$ cat config.mk
export PLATFORM = sky130hd
export DESIGN_NAME = mgmt_master
export DESIGN_NICKNAME = d
export VERILOG_FILES = /design/src/rtl/mgmt_pkg.sv /design/src/rtl/mgmt_clkgen.sv /design/src/rtl/mgmt_framer.sv /design/src/rtl/mgmt_capture.sv /design/src/rtl/mgmt_master.sv
export SDC_FILE = /design/constraint.sdc
export NUM_CORES = 1
export LEC_CHECK = 0
export ABC_AREA = 1
export ABC_CLOCK_PERIOD_IN_PS = 2000
export CAP_MARGIN = 15
export CORE_MARGIN = 3
export CORE_UTILIZATION = 55
export DETAILED_ROUTE_END_ITERATION = 10
export PLACE_DENSITY_LB_ADDON = 0.1
export SYNTH_ARGS = -nofsm -noshare
export SYNTH_HDL_FRONTEND = slang
export SYNTH_SLANG_ARGS = --single-unit
$ cat constraint.sdc
create_clock -name clk -period 2 [get_ports clk]
set_input_delay 0.4 -clock clk [delete_from_list [all_inputs] [get_ports clk]]
set_output_delay 0.4 -clock clk [all_outputs]
set_load 0.05 [all_outputs]
$ cat src/rtl/mgmt_pkg.sv
package mgmt_pkg;
  localparam int FRAME_LEN  = 64;
  localparam int PRE_LEN    = 32;
  localparam int ADDR_W     = 5;
  localparam int DATA_W     = 16;
  localparam int BIT_W      = $clog2(FRAME_LEN);
  // bit index of the first turnaround bit: preamble, start, opcode, two addresses
  localparam int TA_FIRST   = PRE_LEN + 4 + 2 * ADDR_W;
  localparam int TA_SECOND  = TA_FIRST + 1;
  localparam int DATA_FIRST = TA_FIRST + 2;

  typedef logic [BIT_W-1:0] bitpos_t;

  typedef struct packed {
    logic              rd;
    logic [ADDR_W-1:0] phy;
    logic [ADDR_W-1:0] regn;
    logic [DATA_W-1:0] wdata;
  } mgmt_cmd_t;

  // Whole frame, first bit to send in the top position.
  function automatic logic [FRAME_LEN-1:0] build_frame(mgmt_cmd_t c);
    logic [1:0]        op;
    logic [1:0]        ta;
    logic [DATA_W-1:0] pay;
    op  = c.rd ? 2'b10 : 2'b01;
    ta  = c.rd ? 2'b11 : 2'b10;
    pay = c.rd ? '1 : c.wdata;
    return {{PRE_LEN{1'b1}}, 2'b01, op, c.phy, c.regn, ta, pay};
  endfunction
endpackage

$ cat src/rtl/mgmt_clkgen.sv
module mgmt_clkgen #(
  parameter int HALF = 4
) (
  input  logic clk,
  input  logic rst_n,
  input  logic run,
  output logic mdc,
  output logic rise_stb,
  output logic fall_stb
);
  localparam int PERIOD = 2 * HALF;
  localparam int PH_W   = $clog2(PERIOD);
  localparam logic [PH_W-1:0] RISE_AT = PH_W'(HALF - 1);
  localparam logic [PH_W-1:0] FALL_AT = PH_W'(PERIOD - 1);

  logic [PH_W-1:0] ph;

  assign rise_stb = run && (ph == RISE_AT);
  assign fall_stb = run && (ph == FALL_AT);

  always_ff @(posedge clk or negedge rst_n) begin
    if (!rst_n) begin
      ph  <= '0;
      mdc <= 1'b0;
    end else if (!run) begin
      ph  <= '0;
      mdc <= 1'b0;
    end else if (fall_stb) begin
      ph  <= '0;
      mdc <= 1'b0;
    end else begin
      ph <= ph + 1'b1;
      if (rise_stb) mdc <= 1'b1;
    end
  end

  assert_mdc_idle_R2: assert property (@(posedge clk) disable iff (!rst_n)
    !run |-> !mdc);
  assert_mdc_rise_R2: assert property (@(posedge clk) disable iff (!rst_n)
    rise_stb |=> mdc);
  assert_mdc_fall_R2: assert property (@(posedge clk) disable iff (!rst_n)
    fall_stb |=> !mdc);
endmodule

$ cat src/rtl/mgmt_framer.sv
module mgmt_framer
  import mgmt_pkg::*;
(
  input  logic      clk,
  input  logic      rst_n,
  input  logic      load,
  input  mgmt_cmd_t cmd,
  input  logic      fall_stb,
  input  logic      active,
  input  logic      mdc,
  output logic      mdio_o,
  output logic      mdio_oe,
  output logic      frame_rd,
  output bitpos_t   bitn,
  output logic      last_bit
);
  localparam bitpos_t LAST_POS = bitpos_t'(FRAME_LEN - 1);
  localparam bitpos_t REL_POS  = bitpos_t'(TA_FIRST);

  logic [FRAME_LEN-1:0] sh;
  bitpos_t              nxt;

  assign nxt      = bitn + 1'b1;
  assign last_bit = fall_stb && (bitn == LAST_POS);
  assign mdio_o   = sh[FRAME_LEN-1];

  always_ff @(posedge clk or negedge rst_n) begin
    if (!rst_n) begin
      sh       <= '0;
      bitn     <= '0;
      mdio_oe  <= 1'b0;
      frame_rd <= 1'b0;
    end else if (load) begin
      sh       <= build_frame(cmd);
      bitn     <= '0;
      mdio_oe  <= 1'b1;
      frame_rd <= cmd.rd;
    end else if (fall_stb) begin
      sh   <= {sh[FRAME_LEN-2:0], 1'b0};
      bitn <= nxt;
      if (last_bit)                        mdio_oe <= 1'b0;
      else if (frame_rd && nxt >= REL_POS) mdio_oe <= 1'b0;
    end
  end

  assert_release_R6: assert property (@(posedge clk) disable iff (!rst_n)
    active && frame_rd && (bitn >= REL_POS) |-> !mdio_oe);
  assert_write_drive_R7: assert property (@(posedge clk) disable iff (!rst_n)
    active && !frame_rd |-> mdio_oe);
  assert_stable_high_R11: assert property (@(posedge clk) disable iff (!rst_n)
    mdc && $past(mdc) |-> $stable(mdio_o) && $stable(mdio_oe));
  assert_hold_frame_R10: assert property (@(posedge clk) disable iff (!rst_n)
    active && $past(active) && !$past(fall_stb) |-> $stable(sh));
endmodule

$ cat src/rtl/mgmt_capture.sv
module mgmt_capture
  import mgmt_pkg::*;
(
  input  logic              clk,
  input  logic              rst_n,
  input  logic              clear,
  input  logic              rise_stb,
  input  logic              frame_rd,
  input  bitpos_t           bitn,
  input  logic              mdio_i,
  output logic [DATA_W-1:0] rdata,
  output logic              ta_bad
);
  localparam bitpos_t TA2_POS = bitpos_t'(TA_SECOND);
  localparam bitpos_t D0_POS  = bitpos_t'(DATA_FIRST);

  always_ff @(posedge clk or negedge rst_n) begin
    if (!rst_n) begin
      rdata  <= '0;
      ta_bad <= 1'b0;
    end else if (clear) begin
      rdata  <= '0;
      ta_bad <= 1'b0;
    end else if (rise_stb && frame_rd) begin
      if (bitn == TA2_POS) ta_bad <= mdio_i;
      if (bitn >= D0_POS)  rdata  <= {rdata[DATA_W-2:0], mdio_i};
    end
  end

  assert_ta_window_R8: assert property (@(posedge clk) disable iff (!rst_n)
    !clear && !(rise_stb && bitn == TA2_POS) |=> $stable(ta_bad));
endmodule

$ cat src/rtl/mgmt_master.sv
module mgmt_master
  import mgmt_pkg::*;
#(
  parameter int DIV_HALF = 4
) (
  input  logic              clk,
  input  logic              rst_n,
  input  logic              cmd_valid,
  input  logic              cmd_rd,
  input  logic [ADDR_W-1:0] cmd_phy,
  input  logic [ADDR_W-1:0] cmd_reg,
  input  logic [DATA_W-1:0] cmd_wdata,
  output logic              busy,
  output logic              rsp_valid,
  output logic [DATA_W-1:0] rsp_data,
  output logic              rsp_noack,
  output logic              mdc,
  output logic              mdio_o,
  output logic              mdio_oe,
  input  logic              mdio_i
);
  logic      accept;
  logic      rise_stb;
  logic      fall_stb;
  logic      last_bit;
  logic      frame_rd;
  bitpos_t   bitn;
  mgmt_cmd_t cmd;

  assign accept = cmd_valid && !busy;
  assign cmd    = '{rd: cmd_rd, phy: cmd_phy, regn: cmd_reg, wdata: cmd_wdata};

  always_ff @(posedge clk or negedge rst_n) begin
    if (!rst_n) begin
      busy      <= 1'b0;
      rsp_valid <= 1'b0;
    end else begin
      rsp_valid <= last_bit;
      if (accept)        busy <= 1'b1;
      else if (last_bit) busy <= 1'b0;
    end
  end

  mgmt_clkgen #(.HALF(DIV_HALF)) u_clk (
    .clk      (clk),
    .rst_n    (rst_n),
    .run      (busy),
    .mdc      (mdc),
    .rise_stb (rise_stb),
    .fall_stb (fall_stb)
  );

  mgmt_framer u_frm (
    .clk      (clk),
    .rst_n    (rst_n),
    .load     (accept),
    .cmd      (cmd),
    .fall_stb (fall_stb),
    .active   (busy),
    .mdc      (mdc),
    .mdio_o   (mdio_o),
    .mdio_oe  (mdio_oe),
    .frame_rd (frame_rd),
    .bitn     (bitn),
    .last_bit (last_bit)
  );

  mgmt_capture u_cap (
    .clk      (clk),
    .rst_n    (rst_n),
    .clear    (accept),
    .rise_stb (rise_stb),
    .frame_rd (frame_rd),
    .bitn     (bitn),
    .mdio_i   (mdio_i),
    .rdata    (rsp_data),
    .ta_bad   (rsp_noack)
  );

  assert_done_pulse_R9: assert property (@(posedge clk) disable iff (!rst_n)
    rsp_valid |=> !rsp_valid);
  assert_done_idle_R9: assert property (@(posedge clk) disable iff (!rst_n)
    rsp_valid |-> !busy);
  assert_write_noack_R8: assert property (@(posedge clk) disable iff (!rst_n)
    rsp_valid && !frame_rd |-> !rsp_noack);
  assert_idle_line_R6: assert property (@(posedge clk) disable iff (!rst_n)
    !busy |-> !mdio_oe);
endmodule

==> flow_metrics.env <==
export IMPL_portBuffers=52
export IMPL_synth_ff_type="dfrtp_1"
export IMPL_synth_cell_types=30
export IMPL_cp_arrival_ps=1560
export IMPL_initial_core_util_pct=58.3
export IMPL_area_growth_pct=19.7
export IMPL_tightest_slew_ps=516
export IMPL_setup_tns_ps=0
export IMPL_clkPwrFrac_pct=20.2
export IMPL_syn_inst=416
export IMPL_die_area_mm2=0.00842
export IMPL_grtUsageMet1_pct=26.1
export IMPL_globalRouteTotalUtil_pct=19.5
export IMPL_synth_compound_area_share_pct=17.3
export IMPL_critPathCaptureType="primary output"
export IMPL_required_ps=1600
export IMPL_synth_top_area_share_pct=58.8
export IMPL_synth_most_common_cell="dfrtp_1"
export IMPL_worstSetupStartpointType="flip-flop"
export IMPL_htreeDepth=3
export IMPL_layout_drive_gt1_share_pct=8.07
export IMPL_vias=2994
export IMPL_cell_internal_pwr_mw=3.66
export IMPL_p_switching_mw=1.87
export IMPL_power_density_mw_per_mm2=1140
export IMPL_synthAdderAreaFrac_pct=1.55
export IMPL_swShare_pct=33.8
export IMPL_ir_drop_mv=0.661
export IMPL_cts_tree="yes"
export IMPL_combPwrFrac_pct=29.8
export IMPL_nNetsFinal=502
export IMPL_relSlewSlack_pct=65.5
export IMPL_yosysSeqAreaShare_pct=58.8
export IMPL_root_buffer="clkbuf_8"
export IMPL_max_freq_mhz=509
export IMPL_rsz0062_at_grt="no"
export IMPL_gp_congestion=0.799
export IMPL_hp_class="in -> async"
export IMPL_path_class="reg -> out"
export IMPL_cp_num_buf_inv=1
export IMPL_finalWirelength_um=7670
export IMPL_dr_pass1_iters=4
export IMPL_ioPinCount=53
export IMPL_fp_dieW_um=91.8
export IMPL_critPathMaxFanout=3
export IMPL_ctsLongestPathBuffers=2
export IMPL_syn_num_nets=452
export IMPL_leakagePower_nw=2.30
export IMPL_multi_input_area_mm2=0.00125
export IMPL_grt_pass1_vias=3003
export IMPL_total_power_mw=5.53
export IMPL_synth_edf_count=0
export IMPL_drv_slew=0
export IMPL_cts_buffers_inserted=9
export IMPL_ys_ff_latch=95
export IMPL_crit_family="buffers and inverters"
export IMPL_rows=30
export IMPL_holdWs_ps=7.61
export IMPL_routedWlPerCell_um=13.5
export IMPL_setup_ws_ps=37.1
export IMPL_synth_area_mm2=0.00405
export IMPL_min_period_over_period_pct=98.1
export IMPL_synthXorXnorAreaFrac_pct=0
export IMPL_grt_max_degree=58
export IMPL_synthMuxAreaShare_pct=0
export IMPL_synth_area_per_cell_um2=9.73
export IMPL_cp_slowest_cell="clkdlybuf4s50_1"
export IMPL_antenna_found_initial=0
export IMPL_synth_area_leaders="dfrtp_1, inv_1, nand2_1, o221ai_1, o21ai_0"
export IMPL_cts_setup_buffers=0
export IMPL_yosys_top_cells_count="dfrtp_1, inv_1, nand2_1"
export IMPL_hold_viol=0
export IMPL_busiest_layer="met2"
export IMPL_clock_sinks=95
export IMPL_outcome="completed"
export IMPL_synth_yosys_warnings=0
export IMPL_finalWorstPathRequiredPeriod_ps=1960
export IMPL_synth_top_cell_by_area="dfrtp_1"
export IMPL_synth_simple_gate_area_share_pct=12.2
export IMPL_setup_violations_final=0
export IMPL_fp_dieH_um=91.8
export IMPL_synth_top_family_by_area="compound AO/OA/AOI/OAI gates"
export IMPL_ant_nets=0
export IMPL_cpPeakStageDelay_ps=810
export IMPL_final_area_mm2=0.00484
export IMPL_async_flop_share_pct=100
export IMPL_drt_iter0_markers=149
export IMPL_cap_viol_max_count=0
export IMPL_nFillCells=536
export IMPL_grt_pass1_wl_um=13600
export IMPL_seqCellArea_mm2=0.00238
export IMPL_pwr_share_seq_pct=50.1
export IMPL_hpwl_um=5050
export IMPL_num_antenna_cells=0
export IMPL_overflow=0
export IMPL_drc=0
export IMPL_viasPerCell=5.28
export IMPL_clk_latency_ps=350
export IMPL_placed_cell_area_mm2=0.00467
export IMPL_grtUsageMet3_pct=3.53
export IMPL_clk_pin_slew_ps=90
export IMPL_placeableCoreArea_mm2=0.00694
export IMPL_cp_cell_sequence="clkdlybuf4s50_1"
export IMPL_dp_slack_ps=191
export IMPL_use_met2_pct=31.5
export IMPL_finalClockSkew_ps=5.34
-- cell usage in the layout, fill, tap and decap left out, types with 3 or more instances in the layout --
master,synthesis,layout
a22oi_1,12,12
buf_12,0,4
buf_4,0,6
clkbuf_8,0,9
clkdlybuf4s50_1,0,47
clkinv_2,0,3
dfrtp_1,95,95
dlymetal6s2s_1,0,3
ha_1,5,5
inv_1,72,72
inv_2,5,5
nand2_1,68,68
nand3_1,11,11
nor2_1,12,12
o21ai_0,43,43
o21ai_1,8,8
o221ai_1,25,25
o22ai_1,5,5
o31ai_1,7,7
or2_0,5,5
or2_1,6,6
-- stage by stage --
stage	util (%)	instances
final	69.8	567
after global routing	69.8	567
after CTS	69.7	567
after detailed placement	67.2	551
after global placement	67.2	551
after floorplan	-	416
-- registers in the layout, indices dropped and copies added, names as in the netlist --
register / count
rsp_valid: 1
u_frm.frame_rd: 1
u_clk.mdc: 1
u_frm.sh: 64
u_frm.mdio_oe: 1
u_cap.rdata: 16
busy: 1
u_frm.bitn: 6
u_clk.ph: 3
u_cap.ta_bad: 1
-- worst register-to-register path, cell delays in order, from the launching register on --
cell	delay (ps)
dfrtp_1	400
ha_1	220
ha_1	190
nand2_1	190
buf_12	270
nor3_1	140
or2_1	210
a21oi_1	100
-- area by class of cell --
cell class | count | area share (%)
sequential | 95 | 49.1
clock inverter | 7 | 0.981
inverter | 77 | 5.97
tap | 96 | 2.48
multi-input combinational | 223 | 25.9
clock buffer | 9 | 2.56
timing repair buffer | 60 | 13.1
-- metal layers --
metal  vias up  routed length [µm]
li1       1471                   -
met1      1458                3610
met2        49                3620
met3        16                 278
met4         0                 157
met5         -                   0
-- logic make-up (layout without fill, tap and decap cells) --
group | count (synthesis) | count (layout)
AOI/OAI and AO/OA | 107 | 107
adders and majority gates | 5 | 5
buffers and inverters | 98 | 153
DFF | 95 | 95
and+or+nand+nor | 111 | 111
-- power groups by stage --
stage	logic, mW	registers, mW	clock network, mW
6_report	1.65	2.77	1.12
4_1_cts	1.67	2.77	1.16
3_3_place_gp	1.59	2.79	0
3_5_place_dp	1.66	2.81	0
5_1_grt	1.90	2.83	1.24
2_1_floorplan	1.11	2.88	0
-- final timing paths --
path | slack, ps | endpoint | startpoint | cells after the start
min in group clk | 460 | u_clk.ph[0]$_DFF_PN0_ | u_clk.ph[0]$_DFF_PN0_ | 1
worst max-delay path | 40 | rsp_data[13] | u_cap.rdata[13]$_DFFE_PN0P_ | 1
worst min register to register | 460 | u_clk.ph[0]$_DFF_PN0_ | u_clk.ph[0]$_DFF_PN0_ | 1
max in group asynchronous | 1570 | u_frm.sh[33]$_DFFE_PN0P_ | rst_n | 2
worst min-delay path | 8 | u_cap.rdata[14]$_DFFE_PN0P_ | rst_n | 2
worst max register to register | 210 | u_frm.mdio_oe$_DFFE_PN0P_ | u_clk.ph[0]$_DFF_PN0_ | 7
-- timing repair --
item | in CTS | in global routing
resized for setup | 0 | 3
hold buffers | 0 | 0
endpoints found under the hold margin | 0 | 0
endpoints found under the setup margin | 0 | 3
(Power assumes the default switching activity.)
